File: config.mk
export PLATFORM = sky130hd
export DESIGN_NAME = pwm_width_monitor
export DESIGN_NICKNAME = d
export VERILOG_FILES = /design/src/rtl/pwm_mon_pkg.sv /design/src/rtl/pwm_mon_edge.sv /design/src/rtl/pwm_mon_holdoff.sv /design/src/rtl/pwm_mon_judge.sv /design/src/rtl/pwm_mon_flag.sv /design/src/rtl/pwm_width_monitor.sv
export SDC_FILE = /design/constraint.sdc
export NUM_CORES = 1
export LEC_CHECK = 0
export BUFFER_PORTS_ARGS = -buffer_cell sky130_fd_sc_hd__buf_2
export CAP_MARGIN = 20
export CORE_MARGIN = 3
export CORE_UTILIZATION = 50
export DETAILED_ROUTE_END_ITERATION = 6
export PLACE_DENSITY = 0.85
export SLEW_MARGIN = 40
export SYNTH_ARGS = -nofsm -noshare
export SYNTH_HDL_FRONTEND = slang
export SYNTH_HIERARCHICAL = 1
export SYNTH_SLANG_ARGS = --single-unit
File: constraint.sdc
create_clock -name clk -period 3.7 [get_ports clk]
set_input_delay 0.555 -clock clk [delete_from_list [all_inputs] [get_ports clk]]
set_output_delay 0.555 -clock clk [all_outputs]
set_load 0.05 [all_outputs]
File: src/rtl/pwm_mon_pkg.sv
package pwm_mon_pkg;
  localparam int CNT_W = 8;
  localparam int NUM_FLAGS = 2;
  typedef enum logic [0:0] {
    FLAG_SHORT = 1'b0,
    FLAG_OPEN  = 1'b1
  } flag_idx_e;
endpackage

File: src/rtl/pwm_mon_edge.sv
module pwm_mon_edge (
  input  logic clk,
  input  logic rst,
  input  logic level_in,
  output logic rise,
  output logic fall,
  output logic level_q
);
  always_ff @(posedge clk) begin
    if (rst) level_q <= 1'b0;
    else     level_q <= level_in;
  end

  assign rise = level_in & ~level_q;
  assign fall = ~level_in & level_q;
endmodule

File: src/rtl/pwm_mon_holdoff.sv
module pwm_mon_holdoff #(
  parameter int CNT_W = 8
) (
  input  logic             clk,
  input  logic             rst,
  input  logic             level_in,
  input  logic             rise,
  input  logic             borrow,
  output logic [CNT_W-1:0] count,
  output logic             armed
);
  localparam logic [CNT_W-1:0] CNT_MAX = '1;
  localparam logic [CNT_W-1:0] CNT_ONE = CNT_W'(1);

  logic [CNT_W-1:0] count_nxt;
  logic             armed_nxt;

  always_comb begin
    count_nxt = count;
    if (borrow || !level_in)  count_nxt = '0;
    else if (rise)            count_nxt = CNT_ONE;
    else if (count != CNT_MAX) count_nxt = count + CNT_ONE;
  end

  always_comb begin
    armed_nxt = armed;
    if (borrow)         armed_nxt = 1'b0;
    else if (rise)      armed_nxt = 1'b1;
    else if (!level_in) armed_nxt = 1'b0;
  end

  always_ff @(posedge clk) begin
    if (rst) begin
      count <= '0;
      armed <= 1'b0;
    end else begin
      count <= count_nxt;
      armed <= armed_nxt;
    end
  end
endmodule

File: src/rtl/pwm_mon_judge.sv
module pwm_mon_judge #(
  parameter int CNT_W = 8
) (
  input  logic             level_in,
  input  logic             level_q,
  input  logic             fall,
  input  logic             armed,
  input  logic             borrow,
  input  logic             mod_req,
  input  logic             force_short,
  input  logic [CNT_W-1:0] count,
  input  logic [CNT_W-1:0] min_width,
  input  logic [CNT_W-1:0] range_width,
  output logic             short_set,
  output logic             open_set
);
  localparam int LIM_W = CNT_W + 1;

  logic [LIM_W-1:0] limit;
  logic             cfg_ok;
  logic             check_on;

  assign limit    = {1'b0, min_width} + {1'b0, range_width};
  assign cfg_ok   = (min_width != '0) && (range_width != '0);
  assign check_on = cfg_ok && armed && !borrow && mod_req;

  assign short_set = force_short || (check_on && fall && (count < min_width));
  assign open_set  = check_on && level_in && level_q && ({1'b0, count} >= limit);
endmodule

File: src/rtl/pwm_mon_flag.sv
module pwm_mon_flag (
  input  logic clk,
  input  logic rst,
  input  logic set,
  input  logic clr,
  output logic flag
);
  always_ff @(posedge clk) begin
    if (rst)      flag <= 1'b0;
    else if (set) flag <= 1'b1;
    else if (clr) flag <= 1'b0;
  end
endmodule

File: src/rtl/pwm_width_monitor.sv
module pwm_width_monitor
  import pwm_mon_pkg::*;
#(
  parameter int WIDTH = CNT_W
) (
  input  logic             clk,
  input  logic             rst,
  input  logic             chan_en,
  input  logic             ext_mod,
  input  logic             sw_mod,
  input  logic             pulse_in,
  input  logic [WIDTH-1:0] min_width,
  input  logic [WIDTH-1:0] range_width,
  input  logic             seq_borrow,
  input  logic             force_short,
  input  logic             clr_short,
  input  logic             clr_open,
  output logic             short_flag,
  output logic             open_flag
);
  logic             rise, fall, level_q;
  logic [WIDTH-1:0] count;
  logic             armed;
  logic             mod_req;
  logic             short_set, open_set;
  logic [NUM_FLAGS-1:0] set_vec, clr_vec, flag_vec;

  assign mod_req = chan_en && (ext_mod || sw_mod);

  pwm_mon_edge u_edge (
    .clk(clk), .rst(rst), .level_in(pulse_in),
    .rise(rise), .fall(fall), .level_q(level_q)
  );

  pwm_mon_holdoff #(.CNT_W(WIDTH)) u_holdoff (
    .clk(clk), .rst(rst), .level_in(pulse_in), .rise(rise),
    .borrow(seq_borrow), .count(count), .armed(armed)
  );

  pwm_mon_judge #(.CNT_W(WIDTH)) u_judge (
    .level_in(pulse_in), .level_q(level_q), .fall(fall), .armed(armed),
    .borrow(seq_borrow), .mod_req(mod_req), .force_short(force_short),
    .count(count), .min_width(min_width), .range_width(range_width),
    .short_set(short_set), .open_set(open_set)
  );

  assign set_vec[FLAG_SHORT] = short_set;
  assign set_vec[FLAG_OPEN]  = open_set;
  assign clr_vec[FLAG_SHORT] = clr_short;
  assign clr_vec[FLAG_OPEN]  = clr_open;

  for (genvar g = 0; g < NUM_FLAGS; g++) begin : g_flag
    pwm_mon_flag u_flag (
      .clk(clk), .rst(rst), .set(set_vec[g]), .clr(clr_vec[g]),
      .flag(flag_vec[g])
    );
  end

  assign short_flag = flag_vec[FLAG_SHORT];
  assign open_flag  = flag_vec[FLAG_OPEN];
endmodule

==> results.toml <==
[logic_synthesis]
avgSynthCellArea_um2 = 8.35
ys_ff_latch = 12
yosysTopAreaCell = "ha_1"
yosysTopAreaCellShare_pct = 23.2
syn_area_um2 = 1290
synthCells = 155
synthesis.nets = 206
synth_edf_count = 0
synthTopCellsByArea = "ha_1 (23%), dfxtp_1 (19%), inv_1 (4.1%)"
synth_cell_type_count = 39
ys.flop_type = "dfxtp_1"
postSynth.asyncResetShare_pct = 0
yosysSeqAreaShare_pct = 18.6
yosysWarnings = 6

[clocking]
postCtsHoldBufs = 0
clkTransAtPathRegs_ns = 0.08
clock_sinks = 12
cts_tree = "yes"
cts_buffers = 3
post_cts_buffers = 0
htreeDepth = 1
cts_buffer_depth = 2
ctsResizeCount = 0
root_buffer = "clkbuf_4"
clock_insertion_delay_worst_skew_ns = 0.28

[setup_path]
cp-end-kind = "flop"
critPathRequiredTime_ns = 3.88
reg2regPathDepth = 8
reg2reg_slack_ns = 1.86
r2r_end = "g_flag[1].u_flag/flag$_SDFFE_PP0P_"
arrival_ns = 3.14
rr_startpoint = "u_holdoff/count[4]$_SDFFE_PP0P_"
startpoint_type = "input pin"
crit_type = "input pin to flop"
cp_max_fo = 3

[timing]
fin_skew_ns = 0.00212
post-route-period-util_pct = 79.9
setup-tns-final_ns = 0
final-setup-viol-count = 0
drv_slew = 0
max_slew_margin_pct = 68.3
fmax_ghz = 0.338
finalHoldViolCount = 0
tightest_slew_ns = 0.474
period_minus_slack_ns = 2.96
rsz0062_at_grt = "false"

[floorplan]
start_util_pct = 55.3
die_h_um = 56.9
die-area_um2 = 3240
core_area_um2 = 2340
rows = 17
io_pins = 28
die_w_um = 56.9

[route]
first_pass_iters = 4
route.detailed.drc = 0
vias = 1269
via_per_inst = 5.93
wl_per_cell_um = 14.2
ant_nets = 0
drtIter0Drc = 37
wl_um = 3040

[global_route]
grt_pass1_vias = 1254
grt_max_degree = 10
grt.total_usage_pct = 20.9
grt_pass1_wl_um = 5440
antenna_found_initial = 0
overflow = 0

[power]
ir_worst_vdd_uv = 259
total_power_uw = 356
power_leakage_nw = 0.686
powerDensity_nw_per_um2 = 237

[run]
max-cap-violations = 0

[cells_and_area]
fillers = 217
drive_gt1_share_pct = 22.6
antennaDiodeCount = 0
syn_to_final_growth_pct = 15.9
fin_nets = 238

[placement]
gp_congestion = 0.885
portBuffers = 27
dp_hpwl_um = 2510

[hold_path]
min-delay-start = "g_flag[0].u_flag/flag$_SDFFE_PP0P_"
hold_end = "g_flag[0].u_flag/flag$_SDFFE_PP0P_"
min_path_cells = 2
hold_class = "flop to flop"

[run_status]
outcome = "complete, no violations"
## routing by layer
layer / track usage [%] / vias up / part of all wire, %
met4: 4.64 / 0 / 0.95
met1: 26.6 / 578 / 47
met2: 35.1 / 39 / 46
met3: 5.52 / 5 / 6.1
met5: 0 / - / 0
li1: - / 647 / -
## worst max-delay path: stages
cell,delay [ns]
buf_2,0.11
ha_1,0.22
inv_1,0.07
fa_1,0.24
nor2b_4,0.06
o31a_1,0.26
o21ai_2,0.14
nand2b_2,0.09
xnor2_1,0.18
ha_1,0.29
nand2_1,0.07
nor2_1,0.05
a2111oi_0,0.42
o21a_1,0.20
a311oi_2,0.05
inv_1,0.08
a21oi_2,0.05
## metrics by stage
| stage | worst slack (ns) | hold WS [ns] | utilization (%) | instance area, um^2 | std cells |
|---|---|---|---|---|---|
| floorplan | 0.864 | 0.489 | - | 1290 | 155 |
| finish | 0.744 | 0.490 | 64.2 | 1500 | 214 |
| CTS | 0.741 | 0.492 | 64.2 | 1500 | 214 |
| global route | 0.549 | 0.500 | 64.2 | 1500 | 214 |
| detailed placement | 0.433 | 0.475 | 62.6 | 1470 | 210 |
| global placement | 0.660 | 0.468 | 62.6 | 1470 | 210 |
## worst max-delay path by stage
stage / start / endpoint / slack (ns)
floorplan: min_width[0] / g_flag[1].u_flag/flag$_SDFFE_PP0P_ / 0.86
global placement: min_width[0] / g_flag[1].u_flag/flag$_SDFFE_PP0P_ / 0.66
detailed placement: min_width[0] / g_flag[1].u_flag/flag$_SDFFE_PP0P_ / 0.43
CTS: min_width[0] / g_flag[1].u_flag/flag$_SDFFE_PP0P_ / 0.74
global route: min_width[0] / g_flag[1].u_flag/flag$_SDFFE_PP0P_ / 0.55
finish: min_width[0] / g_flag[1].u_flag/flag$_SDFFE_PP0P_ / 0.74
## state kept, by name, summed over array words and instances (netlist names)
name	flops
g_flag.u_flag/flag	2
u_edge/level_q	1
u_holdoff/armed	1
u_holdoff/count	8
## cell families (layout without fill, tap and decap cells)
logic type,after synthesis,count (layout),share of synthesized area (%)
XOR/XNOR,5,5,3.38
adder cells (fa/ha/maj),25,25,24.7
flip-flops,12,12,18.6
AND/OR/NAND/NOR,56,56,26.2
buffers and inverters,14,45,4.06
multiplexers,1,1,0.773
AO/OA/AOI/OAI,42,42,22.3
## area by class of cell
class                      count  area [um^2]  share of cell area, %
multi-input combinational    129         1000                   66.7
clock buffer                   4         36.3                   2.42
timing repair buffer          27          135                   9.00
tap                           28         35.0                   2.33
inverter                      14         52.6                   3.50
sequential                    12          240                   16.0
## where the power goes
part,switching (mW),total [mW],leakage [nW],internal (mW)
sequential,0.00183,0.133,0.0975,0.131
combinational,0.0602,0.113,0.568,0.0532
clock,0.0491,0.109,0.0210,0.0600
## cell usage after synthesis (3+ instances only)
cell type  instances
o21a_1             3
inv_1             14
a21oi_1           10
ha_1              24
and3_1             3
dfxtp_1           12
nand4_1            3
nand2_1            9
nand3_1            4
o21ai_0            7
nor4_1             5
a31oi_1            3
nor2b_1            6
nor3_1             5
xor2_1             3
a21o_1             3
nor2_1             7
nand2b_1           4
a211oi_1           4
## cell usage in the layout (no fill, tap or decap), types with 3 or more instances in the layout
master    count
nand2_1       9
ha_1         24
nor4_1        5
a211oi_1      4
nand3_1       4
nand4_1       3
buf_2        27
inv_1        14
o21a_1        3
a21o_1        3
clkbuf_4      3
nor2b_1       6
dfxtp_1      12
and3_1        3
a21oi_1      10
a31oi_1       3
nor2_1        7
nor3_1        5
xor2_1        3
nand2b_1      4
o21ai_0       7
No activity file was read; power rests on OpenSTA's default activity.
